### src/rtl/xmem_pkg.sv
package xmem_pkg;

    localparam int XM_AW = 16;
    localparam int XM_DW = 8;
    localparam int XM_CW = 2;

    typedef enum logic [2:0] {
        XS_IDLE,
        XS_INT,
        XS_PRE,
        XS_SETUP,
        XS_STROBE
    } xm_state_e;

    typedef struct packed {
        logic             wr;
        logic [XM_AW-1:0] adr;
        logic [XM_DW-1:0] dat;
        logic [1:0]       code;
    } xm_job_t;

    // extra strobe cycles beyond the first
    function automatic logic [XM_CW-1:0] xm_extra(input logic [1:0] code);
        logic [XM_CW-1:0] n;
        case (code)
            2'b00:   n = XM_CW'(0);
            2'b01:   n = XM_CW'(1);
            default: n = XM_CW'(2);
        endcase
        return n;
    endfunction

    function automatic logic xm_has_pre(input logic [1:0] code);
        return code == 2'b11;
    endfunction

endpackage

### src/rtl/xmem_region_dec.sv
module xmem_region_dec #(
    parameter int AW    = 16,
    parameter int LW    = 3,
    parameter int SHIFT = 13,
    parameter int BASE  = 'h1100
) (
    input  logic [AW-1:0] adr,
    input  logic [LW-1:0] bnd,
    output logic          on_chip,
    output logic          high
);
    localparam int EW = AW + 1;

    logic [EW-1:0] edge_adr;

    always_comb begin
        edge_adr = EW'(bnd) << SHIFT;
        on_chip  = EW'(adr) < EW'(BASE);
        high     = (bnd == '0) || (EW'(adr) >= edge_adr);
    end
endmodule

### src/rtl/xmem_seq.sv
module xmem_seq
    import xmem_pkg::*;
(
    input  logic             clk,
    input  logic             rst,
    input  logic             start,
    input  logic             on_chip,
    input  xm_job_t          job_in,
    output xm_job_t          job,
    output xm_state_e        st,
    output logic             last,
    output logic [XM_AW-1:0] bus_adr
);
    logic [XM_CW-1:0] left;

    always_ff @(posedge clk) begin
        if (rst) begin
            st      <= XS_IDLE;
            left    <= '0;
            job     <= '0;
            bus_adr <= '0;
        end else begin
            unique case (st)
                XS_IDLE: begin
                    if (start) begin
                        job <= job_in;
                        if (on_chip) begin
                            st <= XS_INT;
                        end else if (xm_has_pre(job_in.code)) begin
                            st <= XS_PRE;
                        end else begin
                            st      <= XS_SETUP;
                            bus_adr <= job_in.adr;
                        end
                    end
                end
                XS_INT:   st <= XS_IDLE;
                XS_PRE: begin
                    st      <= XS_SETUP;
                    bus_adr <= job.adr;
                end
                XS_SETUP: begin
                    st   <= XS_STROBE;
                    left <= xm_extra(job.code);
                end
                XS_STROBE: begin
                    if (left == '0) st <= XS_IDLE;
                    else            left <= left - 1'b1;
                end
                default:  st <= XS_IDLE;
            endcase
        end
    end

    assign last = (st == XS_STROBE) && (left == '0);
endmodule

### src/rtl/xmem_strobe_gen.sv
module xmem_strobe_gen
    import xmem_pkg::*;
(
    input  xm_state_e        st,
    input  logic             last,
    input  xm_job_t          job,
    input  logic [XM_DW-1:0] din,
    output logic             rd_n_act,
    output logic             wr_act,
    output logic [XM_DW-1:0] dout,
    output logic [XM_DW-1:0] rdat,
    output logic             done
);
    logic strobing, driving;

    always_comb begin
        strobing = (st == XS_STROBE);
        driving  = (st == XS_SETUP) || strobing;
        rd_n_act = strobing && !job.wr;
        wr_act   = strobing && job.wr;
        dout     = (driving && job.wr) ? job.dat : '0;
        rdat     = (last && !job.wr) ? din : '0;
        done     = last || (st == XS_INT);
    end
endmodule

### src/rtl/xmem_ctrl.sv
module xmem_ctrl
    import xmem_pkg::*;
#(
    parameter int AW    = XM_AW,
    parameter int DW    = XM_DW,
    parameter int LW    = 3,
    parameter int SHIFT = 13,
    parameter int BASE  = 'h1100
) (
    input  logic          clk,
    input  logic          rst,
    input  logic          req,
    input  logic          we,
    input  logic [AW-1:0] addr,
    input  logic [DW-1:0] wdata,
    output logic [DW-1:0] rdata,
    output logic          ready,
    input  logic [LW-1:0] bnd_sel,
    input  logic [1:0]    wait_lo,
    input  logic [1:0]    wait_hi,
    output logic [AW-1:0] ext_addr,
    output logic [DW-1:0] ext_dout,
    input  logic [DW-1:0] ext_din,
    output logic          ext_rd,
    output logic          ext_wr
);
    logic      on_chip, high, last;
    xm_job_t   job_in, job;
    xm_state_e st;

    xmem_region_dec #(.AW(AW), .LW(LW), .SHIFT(SHIFT), .BASE(BASE)) i_dec (
        .adr     (addr),
        .bnd     (bnd_sel),
        .on_chip (on_chip),
        .high    (high)
    );

    always_comb begin
        job_in.wr   = we;
        job_in.adr  = addr;
        job_in.dat  = wdata;
        job_in.code = high ? wait_hi : wait_lo;
    end

    xmem_seq i_seq (
        .clk     (clk),
        .rst     (rst),
        .start   (req),
        .on_chip (on_chip),
        .job_in  (job_in),
        .job     (job),
        .st      (st),
        .last    (last),
        .bus_adr (ext_addr)
    );

    xmem_strobe_gen i_stb (
        .st       (st),
        .last     (last),
        .job      (job),
        .din      (ext_din),
        .rd_n_act (ext_rd),
        .wr_act   (ext_wr),
        .dout     (ext_dout),
        .rdat     (rdata),
        .done     (ready)
    );
endmodule

### config.mk
export PLATFORM = sky130hd
export DESIGN_NAME = xmem_ctrl
export DESIGN_NICKNAME = d
export VERILOG_FILES = /design/src/rtl/xmem_pkg.sv /design/src/rtl/xmem_region_dec.sv /design/src/rtl/xmem_seq.sv /design/src/rtl/xmem_strobe_gen.sv /design/src/rtl/xmem_ctrl.sv
export SDC_FILE = /design/constraint.sdc
export NUM_CORES = 1
export LEC_CHECK = 0
export BUFFER_PORTS_ARGS = -buffer_cell sky130_fd_sc_hd__buf_2
export CAP_MARGIN = 20
export CORE_MARGIN = 2
export CORE_UTILIZATION = 45
export CTS_CLUSTER_SIZE = 28
export DETAILED_ROUTE_END_ITERATION = 10
export HOLD_SLACK_MARGIN = 0.12
export PLACE_DENSITY = 0.81
export SETUP_SLACK_MARGIN = 0.3
export SLEW_MARGIN = 10
export SYNTH_ARGS = -nofsm -noshare
export SYNTH_HDL_FRONTEND = slang
export SYNTH_HIERARCHICAL = 1
export SYNTH_SLANG_ARGS = --single-unit
### constraint.sdc
create_clock -name clk -period 4.85 [get_ports clk]
set_clock_uncertainty 0.2 [all_clocks]
set_input_delay 0.485 -clock clk [delete_from_list [all_inputs] [get_ports clk]]
set_output_delay 0.485 -clock clk [all_outputs]
set_load 0.02 [all_outputs]
==> results.cfg <==
[outcome]
outcome = finished, final reports clean

[timing]
tightest_slew_ps = 1120
hold_viol = 0
relSlewSlack_pct = 25.2
timing.fmax_ghz = 0.325
setup_tns_ps = 0
fin_crit_ps = 3070
rsz0062_at_grt = false
fin_crit_sh_pct = 63.4
final_max_slew_viol_count = 0
setup_viol = 0

[routing]
drc = 0
vias = 2577
wire_per_inst_um = 15.8
dr.pass1.iters = 5
avgViaCountPerCell = 5.86
routed_wl_mm = 6.96
drtIter0Drc = 147
ant_nets = 0

[worst_setup_path]
worst-path-buf-inv = 1
criticalPathCategory = register to primary output
r2r-end = i_seq/job[23]
critPathRequiredTime_ps = 4160
crit_end = ext_dout[5]
startpoint = i_seq/st[2]
slowest_stage = dfxtp_1
critPathMaxStageDelay_ps = 1040
cp-start-kind = register
critical-path-top-delay-family = flip-flops
crit_cells = 3
r2r_cells = 3
path_cells = nand4bb_1 > a21boi_1 > buf_2
r2r-start = i_seq/st[1]
cp.arrival_ps = 2390
rrSetupSlack_ps = 2290
cp_max_fo = 29
cp-end-kind = primary output

[clock_network]
clkLatencyLatePin_ps = 300
htree_levels = 2
post-cts-setup-buffers = 0
cts_tree = done
post_cts_resized = 0
clk_pin_slew_ps = 90
cts_num_sinks = 48
cts_buffer_depth = 2
numCtsBuffers = 5
cts_hold_buf = 0
cts_root_buf = clkbuf_8

[floorplan]
start_util_pct = 46.3
core_area_um2 = 5470
io_pins = 78
rows = 27
die_y_um = 79
fp.dieW_um = 79
die-area_um2 = 6240

[global_routing]
grt_pass1_wl_mm = 11.2
antenna_found_initial = 0
globalRouteTotalUtil_pct = 22.2
grt_max_degree = 49
overflow = 0
grt_pass1_vias = 2400

[final_layout]
final.fill_count = 527
area.growth.synth_to_final_pct = 19.8
fin_nets = 414
layout_commonest_cell = buf_2
layout_common_cells = buf_2, nand2_1, dfxtp_1, a21oi_1, o21ai_0
n_antenna_cell = 0
layout-drive-gt1-share_pct = 26.4

[flow_run]
maxCapViolCount = 0

[placed_design]
gp_congestion = 0.936
hpwlAfterDp_mm = 4.50
numPortBuffers = 77

[logic_synthesis]
ys_async_sr_fraction_pct = 0
synthCells = 309
synth-seq-area-share_pct = 38.0
synth_top_flop_cell = dfxtp_1
synthTopCellsByArea = dfxtp_1, nand2_1, a21oi_1
synth_top_area_share_pct = 38.0
synth_cell_types = 40
synth_top_cell_by_area = dfxtp_1
synth_edf_count = 0
synth_area_um2 = 2530
yosys_warnings = 6
synth_nets = 356
synth.avg_cell_area_um2 = 8.19
ys_seq_elements = 48

[power]
p_switching_uw = 316
pwr-share-comb_pct = 20.7
p_leak_uw = 0.00135
p_sw_share_pct = 28.9
powerDensity_nw_per_um2 = 361
p_int_uw = 777
max-vdd-ir-drop_mv = 0.218
p_seq_share_pct = 43.3
clockPowerShare_pct = 36.0
power.total_uw = 1090

[hold_path]
min_from = wdata[4]
hold_path_class = input pin to register
[worst register-to-register path, stage by stage, from the launching register on]
cell and delay [ps]:
dfxtp_1 1070, or4b_1 910, nand2_1 120, a21oi_1 180
[how the worst min path moves through the flow]
stage / end / cells after the start
floorplan: i_seq/job[9] / 2
global placement: i_seq/job[5] / 2
detailed placement: i_seq/job[5] / 2
CTS: i_seq/job[6] / 3
global route: i_seq/job[6] / 3
finish: i_seq/job[6] / 3
[stage by stage]
step                cell area, µm²  hold WS (ps)  utilization [%]  setup WS (ps)  instances
global placement              2870           239             52.4           1900        431
finish                        3030           211             55.4           1780        440
detailed placement            2870           243             52.4           1780        431
CTS                           3020           203             55.3           1790        439
floorplan                     2530           232                -           2230        309
global route                  3030           203             55.4           1480        440
[cells in the mapped netlist (5+ instances only)]
cell type and instances:
o21ai_0 18, nor2_1 5, a21boi_1 7, inv_1 8
a211o_1 16, dfxtp_1 48, clkbuf_1 13, a21oi_1 29
nand4_1 17, o211ai_1 16, nand2_1 56, buf_2 8
a31oi_1 16, and2_1 9
[metal layers]
| metal | track usage [%] | routed length, µm | vias to the layer above |
|---|---|---|---|
| met4 | 7.24 | 56 | 0 |
| met3 | 4.77 | 540 | 8 |
| met2 | 39.0 | 3480 | 120 |
| met1 | 27.0 | 2880 | 1206 |
| met5 | 0 | 0 | - |
| li1 | - | - | 1243 |
[power groups by stage]
stage | Clock, µW | Sequential, µW | Combinational (µW)
3_5_place_dp | 0 | 480 | 224
2_1_floorplan | 0 | 486 | 147
4_1_cts | 400 | 472 | 224
5_1_grt | 416 | 478 | 249
6_report | 394 | 473 | 226
3_3_place_gp | 0 | 479 | 218
[cell families after synthesis]
kind of cell,count (synthesis),synth area share [%]
AOI/OAI and AO/OA,109,28.0
and+or+nand+nor,109,23.9
DFF,48,38.0
buffers and inverters,37,7.22
adders and majority gates,4,1.98
muxes,2,0.890
[state kept, by name, summed over array words and instances (netlist names)]
signal	flops
i_seq/bus_adr	16
i_seq/job	27
i_seq/left	2
i_seq/st	3
[cell type report]
cell class | count | area [µm²] | share of cell area [%]
clock buffer | 5 | 68.8 | 2.27
clock inverter | 3 | 90.1 | 2.97
inverter | 9 | 33.8 | 1.11
multi-input combinational | 224 | 1390 | 45.8
sequential | 48 | 961 | 31.7
tap | 72 | 90.1 | 2.97
timing repair buffer | 79 | 400 | 13.2
(Power assumes the default switching activity.)
